[src/rtl/pkt_framer.sv]
module pkt_framer #(
  parameter int          LEN_W    = 8,
  parameter logic [31:0] CRC_POLY = 32'h04C11DB7
) (
  input  logic             clk,
  input  logic             rst_n,
  input  logic [LEN_W-1:0] pkt_words,
  input  logic             vid_valid,
  output logic             vid_ready,
  input  logic [31:0]      vid_data,
  input  logic             trg_valid,
  output logic             trg_ready,
  input  logic [31:0]      trg_data,
  input  logic             ctl_valid,
  output logic             ctl_ready,
  input  logic [31:0]      ctl_data,
  output logic             out_valid,
  input  logic             out_ready,
  output logic [31:0]      out_data,
  output logic [3:0]       out_k
);
  localparam logic [31:0] W_HDR = 32'hFBFBFBFB;
  localparam logic [31:0] W_TRL = 32'hFDFDFDFD;
  localparam logic [31:0] W_TRG = 32'h7C7C7C7C;
  localparam logic [31:0] W_CTL = 32'hDCDCDCDC;
  localparam logic [31:0] W_IDL = 32'h3C3C3CBC;
  localparam logic [LEN_W-1:0] ONE = LEN_W'(1);

  typedef enum logic [2:0] {S_ARB, S_DAT, S_CRC, S_TRL, S_PAY} st_t;

  st_t              st_q, st_d;
  logic [LEN_W-1:0] cnt_q;
  logic [31:0]      crc_q, pay_q, od_q, nxt_data;
  logic [3:0]       ok_q, nxt_k;
  logic             ov_q, run_q, load;

  function automatic logic [31:0] crc_word(input logic [31:0] c, input logic [31:0] d);
    logic [31:0] r;
    r = c;
    for (int b = 0; b < 4; b++)
      for (int i = 7; i >= 0; i--)
        r = {r[30:0], 1'b0} ^ ((r[31] ^ d[8*b+i]) ? CRC_POLY : 32'h0);
    return r;
  endfunction

  assign load      = run_q && (!ov_q || out_ready);
  assign out_valid = ov_q;
  assign out_data  = od_q;
  assign out_k     = ok_q;

  always_comb begin
    nxt_data  = W_IDL;
    nxt_k     = 4'hF;
    st_d      = st_q;
    trg_ready = 1'b0;
    ctl_ready = 1'b0;
    vid_ready = 1'b0;
    case (st_q)
      S_ARB:
        if (trg_valid) begin
          nxt_data = W_TRG; trg_ready = load; st_d = S_PAY;
        end else if (ctl_valid) begin
          nxt_data = W_CTL; ctl_ready = load; st_d = S_PAY;
        end else if (vid_valid) begin
          nxt_data = W_HDR; st_d = S_DAT;
        end
      S_DAT:
        if (vid_valid) begin
          nxt_data = vid_data; nxt_k = 4'h0; vid_ready = load;
          if (cnt_q == ONE) st_d = S_CRC;
        end
      S_CRC: begin nxt_data = ~crc_q; nxt_k = 4'h0; st_d = S_TRL; end
      S_TRL: begin nxt_data = W_TRL; st_d = S_ARB; end
      S_PAY: begin nxt_data = pay_q; nxt_k = 4'h0; st_d = S_ARB; end
      default: st_d = S_ARB;
    endcase
  end

  always_ff @(posedge clk or negedge rst_n) begin
    if (!rst_n) begin
      st_q  <= S_ARB;
      cnt_q <= '0;
      crc_q <= '1;
      pay_q <= '0;
      od_q  <= '0;
      ok_q  <= '0;
      ov_q  <= 1'b0;
      run_q <= 1'b0;
    end else begin
      run_q <= 1'b1;
      if (load) begin
        ov_q <= 1'b1;
        od_q <= nxt_data;
        ok_q <= nxt_k;
        st_q <= st_d;
        if (trg_ready) pay_q <= trg_data;
        if (ctl_ready) pay_q <= ctl_data;
        if (st_q == S_ARB && !trg_valid && !ctl_valid && vid_valid) begin
          cnt_q <= (pkt_words == '0) ? ONE : pkt_words;
          crc_q <= '1;
        end
        if (vid_ready) begin
          cnt_q <= cnt_q - ONE;
          crc_q <= crc_word(crc_q, vid_data);
        end
      end
    end
  end

  p_hold_r11: assert property (@(posedge clk) disable iff (!rst_n)
    (out_valid && !out_ready) |=> ($stable(out_data) && $stable(out_k)));

  p_one_ready_r9: assert property (@(posedge clk) disable iff (!rst_n)
    $onehot0({trg_ready, ctl_ready, vid_ready}));

  p_vid_only_in_data_r9: assert property (@(posedge clk) disable iff (!rst_n)
    (st_q != S_DAT) |-> !vid_ready);

  p_trg_before_ctl_r8: assert property (@(posedge clk) disable iff (!rst_n)
    trg_valid |-> !ctl_ready);

  p_vid_passthru_r2: assert property (@(posedge clk) disable iff (!rst_n)
    vid_ready |=> (out_data == $past(vid_data) && out_k == 4'h0));
endmodule

[config.mk]
export PLATFORM = sky130hd
export DESIGN_NAME = pkt_framer
export DESIGN_NICKNAME = d
export VERILOG_FILES = /design/src/rtl/pkt_framer.sv
export SDC_FILE = /design/constraint.sdc
export NUM_CORES = 1
export LEC_CHECK = 0
export BUFFER_PORTS_ARGS = -buffer_cell sky130_fd_sc_hd__buf_2
export CAP_MARGIN = 20
export CORE_MARGIN = 1.5
export CORE_UTILIZATION = 25
export CTS_CLUSTER_DIAMETER = 120
export DETAILED_ROUTE_END_ITERATION = 12
export HOLD_SLACK_MARGIN = 0.05
export PLACE_DENSITY = 0.52
export SETUP_SLACK_MARGIN = 0.5
export SKIP_CTS_REPAIR_TIMING = 1
export SLEW_MARGIN = 25
export SYNTH_ARGS = -nofsm -noshare
export SYNTH_HDL_FRONTEND = slang
export SYNTH_SLANG_ARGS = --single-unit
[constraint.sdc]
create_clock -name clk -period 4.5 [get_ports clk]
set_clock_uncertainty 0.05 [all_clocks]
set_input_delay 0.45 -clock clk [delete_from_list [all_inputs] [get_ports clk]]
set_output_delay 0.45 -clock clk [all_outputs]
set_load 0.01 [all_outputs]
; ---- Yosys cells after proc, flatten, opt, wreduce, memory -nomap -nowiden
; Cells that the tools add are included.
[classes]
add_sub_neg = 1
eq_ne = 8
mux = 59
bitwise = 65
reduce_logical = 16
[ops]
columns = cell, count
row1 = $xor A32 B27 Y32, 32
row2 = $mux W27, 32
row3 = $mux W32, 8
row4 = $pmux W32 S5, 1
row5 = $not A32 Y32, 1
row6 = $xor A1 B1 Y1, 32
row7 = $mux W8, 3
row8 = $mux W3, 5
row9 = $pmux W3 S3, 1
row10 = $eq A8 B1 Y1 const B, 1
row11 = $logic_not A8 Y1, 1
row12 = $pmux W4 S2, 1
row13 = $sub A8 B1 Y8 const B, 1
row14 = $mux W1, 7
row15 = $eq A3 B2 Y1 const B, 2
row16 = $logic_and A1 B1 Y1, 4
row17 = $mux W4, 1
row18 = $ne A2 B2 Y1 const B, 2
row19 = $ne A4 B4 Y1 const B, 1
row20 = $reduce_and A2 Y1, 2
row21 = $reduce_and A4 Y1, 1
row22 = $reduce_bool A2 Y1, 2
row23 = $eq A3 B1 Y1 const B, 1
row24 = $eq A3 B3 Y1 const B, 1
row25 = other kinds (4), 6
[totals]
regBits = 113
output_inout_bits = 40
word_cells = 157

; ---- Logic depth before layout (Yosys ltp)
; Gate-level depths: netlist of the first run.
[depth]
ltp_word = 97
ltp_mapped = 10

; ---- Worst setup path after synthesis of the first run
; Ideal clock, no wire load.
[synth_timing]
path_type = reg-to-reg
from = reg crc_q[18]
to = reg crc_q[11]
setup_ns = 0.080
t_arrival_ns = 3.616
setup_slack_ns = 0.754
stages_incl_launch_ff = 10
period_less_slack_ns = 3.746
cell_sequence = dfstp_2 -> xor2_1 -> xor3_2 -> xor2_4 -> xnor3_2 -> xnor2_4 -> xnor3_2 -> xnor2_4 -> xnor3_1 -> o22a_1
[synth_between]
elab_chain_len = 41
word_cells_on_any_way = 45
cone_classes = mux: 7 / bitwise: 38
[synth_lines]
columns = item, line_no
row1 = start: declaration, 33  ; logic [31:0] crc_q, pay_q, od_q, nxt_data;
row2 = start signal: assignment, 104  ; crc_q <= crc_word(crc_q, vid_data);
row3 = $xor A32 B27 Y32 * (13 in series), 42  ; r = {r[30:0], 1'b0} ^ ((r[31] ^ d[8*b+i]) ? CRC_POLY : 32'h0);
row4 = $xor A1 B1 Y1 *, 42
row5 = $mux W27 *, 42
row6 = $xor A32 B27 Y32 * (6 in series), 42
row7 = $xor A1 B1 Y1, 42
row8 = $mux W27, 42
row9 = $xor A32 B27 Y32 * (6 in series), 42
row10 = $xor A1 B1 Y1, 42
row11 = $mux W27, 42
row12 = $xor A32 B27 Y32 * (6 in series), 42
row13 = $xor A1 B1 Y1, 42
row14 = $mux W27, 42
row15 = $xor A32 B27 Y32 *, 42
row16 = $mux W32 *, 102  ; if (vid_ready) begin
; Mark *: on every way between the ends. The rest lies on a longest branch, timed or not.
; A chain may end at the register's enable or synchronous reset.

; ---- Worst setup path after layout of the first run
[layout_timing]
from = reg crc_q[26]
to = reg crc_q[15]
[layout_between]
elab_chain_len = 41
word_cells_on_any_way = 55
cone_classes = mux: 12 / bitwise: 43
[layout_lines]
columns = item, line_no
row1 = $xor A32 B27 Y32 * (5 in series), 42
row2 = $xor A1 B1 Y1 *, 42
row3 = $mux W27 *, 42
row4 = $xor A32 B27 Y32 * (6 in series), 42
row5 = $xor A1 B1 Y1 or $xor A32 B27 Y32 (tied branches), 42
row6 = $mux W27 or $xor A32 B27 Y32 (tied branches), 42
row7 = $xor A32 B27 Y32 * (6 in series), 42
row8 = $xor A1 B1 Y1 or $xor A32 B27 Y32 (tied branches), 42
row9 = $mux W27 or $xor A32 B27 Y32 (tied branches), 42
row10 = $xor A32 B27 Y32 * (6 in series), 42
row11 = $xor A1 B1 Y1 or $xor A32 B27 Y32 (tied branches), 42
row12 = $mux W27 or $xor A32 B27 Y32 (tied branches), 42
row13 = $xor A32 B27 Y32 * (9 in series), 42
row14 = $mux W32 *, 102
; Marks and branches as above.

==> impl_metrics.ini, run 1 <==
[critical_path]
start_kind = flop
required_ns = 4.72
r2r_slack_ns = 0.56
worstPathMaxFanout = 5
cpLargestDelayFamily = XOR/XNOR gates
r2r-start = crc_q[26]
crit_buf_inv = 1
worstReg2RegEnd = crc_q[15]
max_stage_delay_ns = 0.61
reg2regPathDepth = 10
critPathCaptureType = flop
path_cells = xnor2_1, buf_4, xnor3_2, xor2_2, xnor2_4, xnor3_2, xnor2_1, xnor3_1, xor2_1, a21oi_1
path_class = reg2reg
cpMaxStageDelayCell = xnor3_2
arrival_ns = 4.16

[timing]
setup_violations = 0
worst_slew_pin_slew_ns = 0.969
hold_violations = 0
post-route-period-util = 0.875
min_period_ns = 3.94
slew_violations = 0
fmax_mhz = 254
slew_headroom = 0.350
tns_ns = 0
rsz0062_at_grt = no

[routing]
dr.pass1.iters = 4
wl_per_cell_um = 20.0
drt-total-wl_um = 28600
drc = 0
drtIter0Drc = 380
final_antenna_net_count = 0
via_per_inst = 4.68
dr_total_vias = 6686

[logic_synthesis]
ys_seq_elements = 110
yosys-top-cells-count = 137 x xnor2_1, 85 x o21ai_0, 78 x dfrtp_1
ys_types = 47
syn_nets = 932
ys_top_cells_by_area = dfrtp_1 23%, xnor2_1 14%, xnor3_1 10%, dfstp_2 10%, o21ai_0 5.1%
yosys_warnings = 0
synthArstFlopShare = 1.00
synthCells = 820
synth_edf_count = 0
synth-seq-area-share = 0.333
ys.flop_type = dfrtp_1
syn_area_mm2 = 0.00840
synth.largest_area_cell = dfrtp_1
synth_top_area_frac = 0.232
synth.most_common_cell = xnor2_1
synth_area_per_cell_um2 = 10.2

[worst_hold_path]
hold_depth = 3
hold_end = cnt_q[1]
min_from = pkt_words[1]
holdCritPathClass = in2reg

[placed_design]
io_buffers = 149
place_congestion = 0.919
dp_hpwl_um = 22900

[die]
die_h_um = 186
die_w_um = 186
coreArea_mm2 = 0.0328
io_pins = 150
dieArea_mm2 = 0.0347
row_count = 66
initial_core_util = 0.256

[grt]
grt_pass1_vias = 6723
grt_max_degree = 66
grt_usage = 0.169
grt_antenna_before_repair = 0
grt_pass1_wl_um = 42800
grt_remaining_overflow = 0

[cts]
numCtsBuffers = 9
clk_pin_slew_ns = 0.09
cts_tree = done
clk_latency_ns = 0.37
htreeDepth = 3
cts_max_path_buffers = 2
root_buffer = clkbuf_16
cts_sinks = 110

[cells_and_area]
drive_gt1_frac = 0.313
multi_input_area_mm2 = 0.00567
num_antenna_cells = 0
fin_nets = 1095
fillerInstances = 3443
regArea_mm2 = 0.00279
area_delta_synth_final_pct = 24.2

[run]
maxCapViolCount = 0

[run_status]
status = finished, final reports clean
metrics by stage:
| step | worst slack, ns | std cells | area [um^2] | hold slack [ns] | util |
|---|---|---|---|---|---|
| after floorplan | 0.754 | 820 | 8400 | 0.104 | - |
| after global routing | 0.487 | 1430 | 10400 | 0.340 | 0.318 |
| after CTS | 0.160 | 1418 | 10100 | 0.0250 | 0.308 |
| after global placement | 0.287 | 1402 | 9800 | 0.412 | 0.299 |
| final | 0.562 | 1430 | 10400 | 0.325 | 0.318 |
| after detailed placement | 0.203 | 1402 | 9800 | 0.413 | 0.299 |
worst max-delay path by stage:
stage / slack, ns / from / to / depth (start not counted)
floorplan: 0.75 / crc_q[18] / crc_q[11] / 9
detailed placement: 0.20 / crc_q[31] / crc_q[12] / 9
global placement: 0.29 / vid_data[4] / crc_q[12] / 10
finish: 0.56 / crc_q[26] / crc_q[15] / 10
global route: 0.49 / crc_q[31] / crc_q[16] / 9
CTS: 0.16 / crc_q[31] / crc_q[12] / 9
worst min-delay path, stage by stage:
cell and delay, ns:
buf_2 0.10, o211ai_1 0.09, o21ai_0 0.07
cells in the final DEF, fill, tap and decap left out, drive strengths merged, types with 2 or more instances in the layout:
cell type / netlist / final
a21boi: 2 / 2
a21o: 11 / 11
a21oi: 66 / 66
a221oi: 14 / 14
buf: 4 / 194
clkbuf: 39 / 11
clkinv: 3 / 5
dfrtp: 78 / 78
dfstp: 32 / 32
ha: 2 / 2
inv: 6 / 8
nand2: 76 / 76
nand2b: 2 / 2
nand3: 6 / 6
nor2: 57 / 57
nor3: 6 / 6
nor4: 3 / 3
o211ai: 4 / 4
o21a: 3 / 3
o21ai: 85 / 85
o22a: 26 / 26
o22ai: 33 / 33
or2: 2 / 2
or3: 2 / 2
xnor2: 161 / 161
xnor3: 46 / 46
xor2: 35 / 35
xor3: 6 / 6
cells by family after synthesis:
group           Yosys count  share of synthesized area
other cells               1                   0.000447
compound gates          249                      0.179
fa+ha+maj                 2                    0.00298
buf+inv                  52                     0.0246
simple gates            158                     0.0764
xor+xnor                248                      0.384
flops                   110                      0.333
registers in the layout, indices dropped and copies added, names as in the netlist:
register,cells
cnt_q,8
crc_q,32
out_data,32
out_k,1
out_valid,1
pay_q,32
run_q,1
st_q,3
cell type report:
type	instances	area share
clock buffers	11	0.0233
clock inverters	5	0.00396
inverters	9	0.00324
multi-input cells	658	0.544
flip-flops and latches	110	0.268
well taps	442	0.0530
repair buffers	195	0.105
per-layer routing:
| layer | vias to the layer above | GRT usage | share of wire |
|---|---|---|---|
| met4 | 0 | 0.0458 | 0.018 |
| met3 | 26 | 0.0282 | 0.048 |
| met5 | - | 0 | 0 |
| li1 | 3192 | - | - |
| met1 | 3278 | 0.242 | 0.47 |
| met2 | 190 | 0.262 | 0.46 |
Power of run 1 is not shown: default switching activity piles up to over one toggle a cycle in this logic, so the estimate is an artifact.
==> run 2: changes to the inputs <==
Settings changed: CELL_PAD_IN_SITES_DETAIL_PLACEMENT from default to 1, CELL_PAD_IN_SITES_GLOBAL_PLACEMENT from default to 2, PLACE_DENSITY 0.52 to 0.7, RECOVER_POWER from default to 100.
==> run 2 against run 1 <==
The run now ends with capacitance limit, slew limit left. Count of clock-buffer cells in the layout down 1. Utilization down 0.18 points. Critical path depth decreased by 1. Sequential cell count unchanged. Hold slack improved by 0.0058 ns. Sequential share of layout area rose by 0.16 points.
==> impl_metrics.ini, run 2 (synthesized netlist as in run 1, its figures left out) <==
[critical_path]
path_class = reg2reg
r2r-start = crc_q[29]
arrival_ns = 4.38
required_ns = 4.74
worstReg2RegEnd = crc_q[10]
start_kind = flop
r2r_slack_ns = 0.37
worstPathMaxFanout = 8
critPathCaptureType = flop
reg2regPathDepth = 9

[cells_and_area]
post-route-util = 0.316
multi_input_area_mm2 = 0.00561
area_delta_synth_final_pct = 23.5
layout_commonest_cell = xnor2_1
regArea_mm2 = 0.00279
drive_gt1_frac = 0.263
most-common-layout-cells = 129 x xnor2_1, 109 x buf_2, 84 x o21ai_0
fin_nets = 1096
num_antenna_cells = 0
fillerInstances = 3773

[grt]
grt_pass1_vias = 6955
grt_remaining_overflow = 0
grt_max_degree = 66
grt_usage = 0.180
grt_antenna_before_repair = 0
grt_pass1_wl_um = 45400

[die]
die_h_um = 186
row_count = 66
die_w_um = 186
dieArea_mm2 = 0.0347
coreArea_mm2 = 0.0328
io_pins = 150
initial_core_util = 0.256

[timing]
slew_headroom = -1.28
setup_ws_ns = 0.366
tns_ns = 0
worst_slew_pin_slew_ns = 3.42
setup_violations = 0
rsz0062_at_grt = yes
post-route-period-util = 0.919
holdWs_ns = 0.331
min_period_ns = 4.13
hold_violations = 0
fmax_mhz = 242
slew_violations = 92

[run]
maxCapViolCount = 2

[placed_design]
post-place-ws_ns = 0.0624
dp_hpwl_um = 24800
place_congestion = 0.949
io_buffers = 149

[routing]
drtIter0Drc = 275
dr.pass1.iters = 4
via_per_inst = 4.66
dr_total_vias = 6668
final_antenna_net_count = 0
drt-total-wl_um = 30600
drc = 0
wl_per_cell_um = 21.4

[cts]
cts_sinks = 110
cts_max_path_buffers = 2
htreeDepth = 3
clk_pin_slew_ns = 0.08
clk_latency_ns = 0.36
numCtsBuffers = 9
root_buffer = clkbuf_16
cts_tree = done

[run_status]
violations = capacitance limit, slew limit
status = finished, violations left

[worst_hold_path]
hold_depth = 3
min_from = trg_data[4]
holdCritPathClass = in2reg
hold_end = pay_q[4]
## run 2: per-layer routing
layer / vias to the layer above / global-route usage / wire length, um
li1: 3186 / - / -
met1: 3293 / 0.252 / 14200
met2: 165 / 0.291 / 14400
met3: 24 / 0.0273 / 1540
met4: 0 / 0.0410 / 444
met5: - / 0 / 0
## run 2: worst max path at each step
stage	from	end	slack, ns	cells past startpoint
6_report	crc_q[29]	crc_q[10]	0.37	9
4_1_cts	crc_q[18]	crc_q[26]	0.04	9
2_1_floorplan	crc_q[18]	crc_q[11]	0.75	9
3_3_place_gp	vid_data[10]	crc_q[11]	0.04	10
3_5_place_dp	vid_data[10]	crc_q[26]	0.06	10
5_1_grt	crc_q[29]	crc_q[12]	0.23	9
## run 2: critical path, cell delays in order, from the launching register on
cell and delay [ns]:
dfstp_2 0.40, xnor2_2 0.64, xnor2_1 0.23, xnor3_1 0.58
xor3_2 0.62, xnor2_2 0.23, xnor2_2 0.43, xnor3_2 0.47
xnor3_1 0.22, o22a_1 0.19
## run 2: area by class of cell
type | instances | area share
repair buffers | 196 | 0.102
clock buffers | 10 | 0.0221
well taps | 442 | 0.0533
clock inverters | 6 | 0.00905
inverters | 9 | 0.00326
multi-input cells | 658 | 0.541
flip-flops and latches | 110 | 0.269
## run 2: stage by stage
step | cells | area [um^2]
finish | 1431 | 10400
global route | 1431 | 10400
CTS | 1414 | 10100
detailed placement | 1398 | 9800
global placement | 1398 | 9800
floorplan | 820 | 8400
Power of run 2 is left out for the same reason.
